`config.mk`:
```
export PLATFORM = sky130hd
export DESIGN_NAME = dual_edge_counter
export DESIGN_NICKNAME = d
export VERILOG_FILES = /design/src/rtl/dual_edge_counter_pkg.sv /design/src/rtl/pin_sync.sv /design/src/rtl/edge_qualify.sv /design/src/rtl/clear_align.sv /design/src/rtl/count_core.sv /design/src/rtl/dual_edge_counter.sv
export SDC_FILE = /design/constraint.sdc
export NUM_CORES = 1
export LEC_CHECK = 0
export ABC_AREA = 1
export BUFFER_PORTS_ARGS = -buffer_cell sky130_fd_sc_hd__buf_2
export CAP_MARGIN = 20
export CORE_MARGIN = 3
export CORE_UTILIZATION = 36
export CTS_BUF_LIST = sky130_fd_sc_hd__clkbuf_8
export DETAILED_ROUTE_END_ITERATION = 10
export PLACE_DENSITY_LB_ADDON = 0.2
export SETUP_SLACK_MARGIN = 0.5
export SYNTH_ARGS = -nofsm -noshare
export SYNTH_HDL_FRONTEND = slang
export SYNTH_HIERARCHICAL = 1
export SYNTH_SLANG_ARGS = --single-unit
```
`constraint.sdc`:
```
create_clock -name clk_i -period 1.6 [get_ports clk_i]
set_clock_uncertainty 0.1 [all_clocks]
set_input_delay 0.32 -clock clk_i [delete_from_list [all_inputs] [get_ports clk_i]]
set_output_delay 0.32 -clock clk_i [all_outputs]
set_load 0.01 [all_outputs]
```
`src/rtl/dual_edge_counter_pkg.sv`:
```
package dual_edge_counter_pkg;
  localparam int unsigned CH_COUNT = 2;

  typedef struct packed {
    logic en;
    logic ck;
  } cnt_pins_t;

  function automatic logic [3:0] bump4(input logic [3:0] cur, input logic [3:0] last);
    return (cur == last) ? 4'd0 : cur + 4'd1;
  endfunction
endpackage

```
`src/rtl/pin_sync.sv`:
```
module pin_sync #(
  parameter int unsigned W      = 2,
  parameter int unsigned STAGES = 2
) (
  input  logic         clk_i,
  input  logic         rst_ni,
  input  logic [W-1:0] d_i,
  output logic [W-1:0] q_o
);
  logic [W-1:0] pipe [STAGES];

  for (genvar s = 0; s < STAGES; s++) begin : g_stage
    if (s == 0) begin : g_first
      always_ff @(posedge clk_i or negedge rst_ni) begin
        if (!rst_ni) pipe[s] <= '0;
        else         pipe[s] <= d_i;
      end
    end else begin : g_next
      always_ff @(posedge clk_i or negedge rst_ni) begin
        if (!rst_ni) pipe[s] <= '0;
        else         pipe[s] <= pipe[s-1];
      end
    end
  end

  assign q_o = pipe[STAGES-1];
endmodule

```
`src/rtl/edge_qualify.sv`:
```
module edge_qualify (
  input  logic                             clk_i,
  input  logic                             rst_ni,
  input  dual_edge_counter_pkg::cnt_pins_t now_i,
  output logic                             step_o
);
  dual_edge_counter_pkg::cnt_pins_t prev;

  always_ff @(posedge clk_i or negedge rst_ni) begin
    if (!rst_ni) prev <= '0;
    else         prev <= now_i;
  end

  logic ck_rise, en_fall;
  assign ck_rise = now_i.ck & ~prev.ck;
  assign en_fall = prev.en & ~now_i.en;

  // each path is gated by the other input's present level
  assign step_o = (ck_rise & now_i.en) | (en_fall & ~now_i.ck);
endmodule

```
`src/rtl/clear_align.sv`:
```
module clear_align #(
  parameter int unsigned STAGES = 2
) (
  input  logic clk_i,
  input  logic rst_ni,
  input  logic clr_i,
  output logic hold_o
);
  logic arst;
  logic [STAGES-1:0] sh;

  assign arst = clr_i | ~rst_ni;

  always_ff @(posedge clk_i or posedge arst) begin
    if (arst) sh <= '1;
    else      sh <= {sh[STAGES-2:0], 1'b0};
  end

  assign hold_o = sh[STAGES-1];
endmodule

```
`src/rtl/count_core.sv`:
```
module count_core #(
  parameter int unsigned W      = 4,
  parameter bit          DECADE = 1'b1
) (
  input  logic         clk_i,
  input  logic         hold_i,
  input  logic         step_i,
  output logic [W-1:0] q_o
);
  localparam logic [W-1:0] LAST = DECADE ? W'(9) : {W{1'b1}};

  logic [W-1:0] nxt;

  if (W == 4) begin : g_w4
    assign nxt = dual_edge_counter_pkg::bump4(q_o, LAST);
  end else begin : g_wn
    assign nxt = (q_o == LAST) ? '0 : q_o + W'(1);
  end

  always_ff @(posedge clk_i or posedge hold_i) begin
    if (hold_i)      q_o <= '0;
    else if (step_i) q_o <= nxt;
  end
endmodule

```
`src/rtl/dual_edge_counter.sv`:
```
module dual_edge_counter #(
  parameter int unsigned CNT_W     = 4,
  parameter bit          DECADE    = 1'b1,
  parameter int unsigned SYNC_LEN  = 2,
  parameter int unsigned CLR_STAGE = 2
) (
  input  logic             clk_i,
  input  logic             rst_ni,
  input  logic             a_clk_in,
  input  logic             a_en_in,
  input  logic             a_clr_in,
  output logic [CNT_W-1:0] a_q,
  input  logic             b_clk_in,
  input  logic             b_en_in,
  input  logic             b_clr_in,
  output logic [CNT_W-1:0] b_q
);
  import dual_edge_counter_pkg::*;

  localparam int unsigned NCH = CH_COUNT;

  cnt_pins_t        raw   [NCH];
  logic [NCH-1:0]   clr;
  logic [CNT_W-1:0] cnt   [NCH];

  assign raw[0] = '{en: a_en_in, ck: a_clk_in};
  assign raw[1] = '{en: b_en_in, ck: b_clk_in};
  assign clr    = {b_clr_in, a_clr_in};

  for (genvar ch = 0; ch < NCH; ch++) begin : g_ch
    cnt_pins_t smp;
    logic      step;
    logic      hold;

    pin_sync #(.W($bits(cnt_pins_t)), .STAGES(SYNC_LEN)) u_sync (
      .clk_i (clk_i),
      .rst_ni(rst_ni),
      .d_i   (raw[ch]),
      .q_o   (smp)
    );

    edge_qualify u_edge (
      .clk_i (clk_i),
      .rst_ni(rst_ni),
      .now_i (smp),
      .step_o(step)
    );

    clear_align #(.STAGES(CLR_STAGE)) u_clr (
      .clk_i (clk_i),
      .rst_ni(rst_ni),
      .clr_i (clr[ch]),
      .hold_o(hold)
    );

    count_core #(.W(CNT_W), .DECADE(DECADE)) u_cnt (
      .clk_i (clk_i),
      .hold_i(hold),
      .step_i(step),
      .q_o   (cnt[ch])
    );
  end

  assign a_q = cnt[0];
  assign b_q = cnt[1];
endmodule

```
Yosys cells after proc, flatten, opt, wreduce, memory -nomap -nowiden
Cells that the tools add are included.
{"block": "classes", "bitwise": 19, "n_eq_ne": 2, "addsub": 2, "mux": 2}
{"cell": "4-bit by 1-bit adder with 4-bit output (second input constant)", "n": 2}
{"cell": "1-bit AND", "n": 8}
{"cell": "4-bit equality test (second input constant)", "n": 2}
{"cell": "4-bit 2-to-1 mux", "n": 2}
{"cell": "1-bit inverter", "n": 7}
{"cell": "1-bit bitwise OR", "n": 4}
{"block": "totals", "output_inout_bits": 8, "word_cells": 37, "inputBits": 8, "regBits": 24}

Longest topological paths before layout
{"block": "depth", "ltp_word": 4, "mapped_depth": 9, "ltp_nobuf": 8}

Cells and area by module
Netlist, hierarchy kept.
{"mod": "count_core", "area_per_inst_um2": 197.7, "cells_each": 24, "seq_area_each_um2": 100.1, "instances": 2}
{"mod": "pin_sync", "area_per_inst_um2": 115.1, "cells_each": 6, "seq_area_each_um2": 100.1, "instances": 2}
{"mod": "edge_qualify", "area_per_inst_um2": 75.1, "cells_each": 8, "seq_area_each_um2": 50.0, "instances": 2}
{"mod": "clear_align", "area_per_inst_um2": 66.3, "cells_each": 5, "seq_area_each_um2": 52.6, "instances": 2}

Worst setup path after synthesis
No wires, ideal clock.
{"block": "synth_timing", "path_kind": "register to register", "startpoint": "register g_ch[0].u_sync.pipe (netlist bit g_ch[0].u_sync/q_o[0])", "endpoint": "register g_ch[0].u_cnt.q_o[3]", "slack_ns": 0.347, "period_less_slack_ns": 1.253, "path_stages_with_launch": 10, "arrival_time_ns": 1.036, "setup_ns": 0.117, "path_buffers": 1, "required_time_ns": 1.383, "path_cell_list": "dfrtp_1 -> buf_4 -> inv_1 -> nand3_1 -> nand2_1 -> nand2_2 -> nor2_4 -> nand3_1 -> nand2_1 -> nor2_1"}
{"block": "synth_via", "elab_chain_cells": 3, "elab_cells_between_ends": 5, "cone_classes": "bitwise: 5"}
{"element": "from (decl)", "line": "pin_sync.sv:10", "text": "logic [W-1:0] pipe [STAGES];"}
{"element": "from (signal, indexed assignment)", "line": "pin_sync.sv:21", "text": "else pipe[s] <= pipe[s-1];"}
{"element": "1-bit AND / 1-bit inverter (equally long branches)", "line": "edge_qualify.sv:15, edge_qualify.sv:19"}
{"element": "1-bit AND", "line": "edge_qualify.sv:19", "text": "assign step_o = (ck_rise & now_i.en) | (en_fall & ~now_i.ck);"}
{"element": "1-bit bitwise OR *", "line": "edge_qualify.sv:19"}
{"element": "named net g_ch[0].step", "line": "dual_edge_counter.sv:32", "text": "logic step;"}
{"element": "to (signal assigned)", "line": "count_core.sv:22", "text": "else if (step_i) q_o <= nxt;"}
{"element": "to (decl)", "line": "count_core.sv:8", "text": "output logic [W-1:0] q_o"}
Mark *: on every way through the listed nets, which the timed path passes. The rest lies on a longest branch.
A chain may end at the register's enable or synchronous reset.

Worst setup path after layout
{"block": "layout_timing", "startpoint": "register g_ch[0].u_sync.pipe (netlist bit g_ch[0].u_sync/q_o[1])", "endpoint": "register g_ch[0].u_cnt.q_o[3]"}
{"block": "layout_via", "elab_chain_cells": 4, "elab_cells_between_ends": 5, "cone_classes": "bitwise: 5"}
{"element": "1-bit inverter", "line": "edge_qualify.sv:16", "text": "assign en_fall = prev.en & ~now_i.en;"}
{"element": "1-bit AND", "line": "edge_qualify.sv:16"}
{"element": "1-bit AND", "line": "edge_qualify.sv:19"}
{"element": "1-bit bitwise OR *", "line": "edge_qualify.sv:19"}
{"element": "named net g_ch[0].step", "line": "dual_edge_counter.sv:32"}
Marks and branches as above.

==> flow_summary.toml <==
[placement]
place_area_um2 = 1000
place.gp.congestion = 0.794
place.port_buffers = 15
dp.cells = 125
pre_cts_ws_ps = 396

[power]
leakage_nw = 0.614
peakVddDrop_v = 0.000764
power_density_nw_per_um2 = 1500

[global_routing]
grt_pass1_vias = 648
gr-total-overflow = 0
grt_pass1_wl_um = 2550
track_usage_pct = 10.4
grtUsageMet3_pct = 2.78
grt_max_degree = 15
antenna_found_initial = 0
grt-busiest-layer = "met2"
met2_usage_pct = 17.9
grt_use_met1_pct = 11.4

[synth]
syn_nets = 94
synth_top_family_by_area = "simple AND/OR/NAND/NOR gates"
ys_ff_latch = 24
synthMuxAreaShare_pct = 0
yosysWarnings = 6
ys_types = 16
avgSynthCellArea_um2 = 10.6
synth_simple_gate_area_share_pct = 17.6
synth_area_um2 = 908
synth_cells = 86
synth_fa_ha_area_share_pct = 0
synthXorXnorAreaFrac_pct = 1.93
synth_compound_area_share_pct = 2.20
ys_seq_area_share_pct = 66.7

[status]
outcome = "complete, no violations"

[critical_path]
reg2regPathDepth = 8
endpoint_kind = "flip-flop"
critPathLaunchType = "flip-flop"
worst_path_largest_cell_delay_ps = 410
cp_max_fo = 3
crit_required_ps = 1660
crit_slowest_cell = "dfrtp_1"
crit_arrival_ps = 1310
path_class = "reg -> reg"
crit_chain = "inv_2 -> nand3_2 -> nand2_2 -> nand2_4 -> nor2_4 -> nand3_2 -> nand2_2 -> nor2_2"

[clock_tree]
cts_num_sinks = 24
cts_max_path_buffers = 2
cts_tree = "done"
root_buffer = "clkbuf_8"
clk_latency_ps = 260
clk_pin_slew_ps = 80
cts-htree-levels = 1
cts_buffers = 3

[worst_hold_path]
hp-class = "reg -> async"

[floorplan]
dieArea_um2 = 3160
ios = 16
core.rowCount = 17
core_region_area_um2 = 2300
start_util_pct = 39.5
fp.dieH_um = 56.2
die_width_um = 56.2

[drt]
wirelength_um = 1470
via_count = 610
viasPerCell = 4.33
ant_nets = 0
drt_iter0_markers = 5
dr.pass1.iters = 3
wire_per_inst_um = 10.4
drcViolationCount = 0

[sta]
rsz0062_at_grt = "true"
maxSlewViolCount = 0
fin_tns_setup_ps = 0
whs_ps = 24.9
setup_ws_ps = 353
timing.fmax_mhz = 802
fin_crit_ps = 1250
setup_violations = 0
hold_violations = 0
period_share_pct = 77.9

[final_layout]
final_area_um2 = 1210
drive_gt1_share_pct = 52.2
regArea_um2 = 607
n_antenna_cell = 0
syn_to_final_growth_pct = 33.2
multiInputGateArea_um2 = 268
final_cell_count_no_fill = 141
final_nets = 122
nFillCells = 209

[run]
drv_cap = 0
## synth_stat cells, drive strengths merged
cell,instances,area (um^2)
nor2,14,72.6
dfstp,4,105
nand3,8,40.0
xor2,2,17.5
a21oi,2,10.0
dfrtp,20,500
clkinv,2,7.51
conb,2,7.51
o21ai,2,10.0
buf,4,30.0
nand2,8,35.0
inv,16,60.1
nand4,2,12.5
## critical path: cells and delay by family, from the launching register on
family                 cells  cell delay [ps]
AND/OR/NAND/NOR            7              570
flip-flops                 1              410
buffers and inverters      1               60
## routing by layer
metal / vias up / share of wire, %
met1: 293 / 42
li1: 304 / -
met5: - / 0
met2: 11 / 53
met3: 2 / 4.0
met4: 0 / 1.2
## sequential cells by signal, summed over array words and instances (netlist names)
signal / count
g_ch.u_clr/sh: 4
g_ch.u_sync/pipe: 4
g_ch.u_sync/q_o: 4
g_ch.u_edge/prev: 4
g_ch.u_cnt/q_o: 8
## through the flow
step,total power [mW],util (%)
floorplan,1.08,-
global placement,1.21,43.7
detailed placement,1.22,43.7
CTS,1.79,50.6
global route,1.95,52.7
finish,1.82,52.7
## report_power, final
| group | switching [mW] | total, mW | internal, mW |
|---|---|---|---|
| clock | 0.179 | 0.399 | 0.219 |
| sequential | 0.0534 | 0.778 | 0.725 |
| combinational | 0.348 | 0.644 | 0.296 |
## path summary, 6_finish.rpt
check,slack (ps),to,from
max in group asynchronous,610,g_ch[1].u_clr/sh[0],rst_ni
min,20,g_ch[1].u_cnt/q_o[3],g_ch[1].u_clr/sh[1]
min in group clk_i,60,g_ch[0].u_sync/pipe[3],a_en_in
min reg2reg,20,g_ch[1].u_cnt/q_o[3],g_ch[1].u_clr/sh[1]
max reg2reg,350,g_ch[0].u_cnt/q_o[3],g_ch[0].u_sync/q_o[1]
max,350,g_ch[0].u_cnt/q_o[3],g_ch[0].u_sync/q_o[1]
## layout by cell type (no fill, tap or decap), types with 3 or more instances in the layout
master and n:
inv_2 5, inv_1 12, clkbuf_8 4, dfrtp_1 19, nand3_2 6, buf_4 11, buf_2 13, nor2_2 3
nand2_1 3, nand2_4 3, nor2_1 9, dfstp_2 4
## cells by family after synthesis
logic type                Yosys count
AOI/OAI and AO/OA                   4
and+or+nand+nor                    32
other                               2
buffers and inverters              22
xor gates and xnor gates            2
DFF                                24
## what timing repair did
action,4_1_cts,5_1_grt
pin swaps,3,12
gates resized for setup,5,11
endpoints found under the hold margin,12,0
setup buffers,10,1
setup endpoints to repair,14,19
hold buffers,1,0
## layout make-up
| cell class | count | share of cell area, % |
|---|---|---|
| sequential | 24 | 50.2 |
| multi-input combinational | 40 | 22.1 |
| timing repair buffer | 27 | 14.6 |
| inverter | 18 | 5.69 |
| clock buffer | 4 | 4.55 |
| tap | 28 | 2.90 |
No activity file was read; power rests on OpenSTA's default activity.
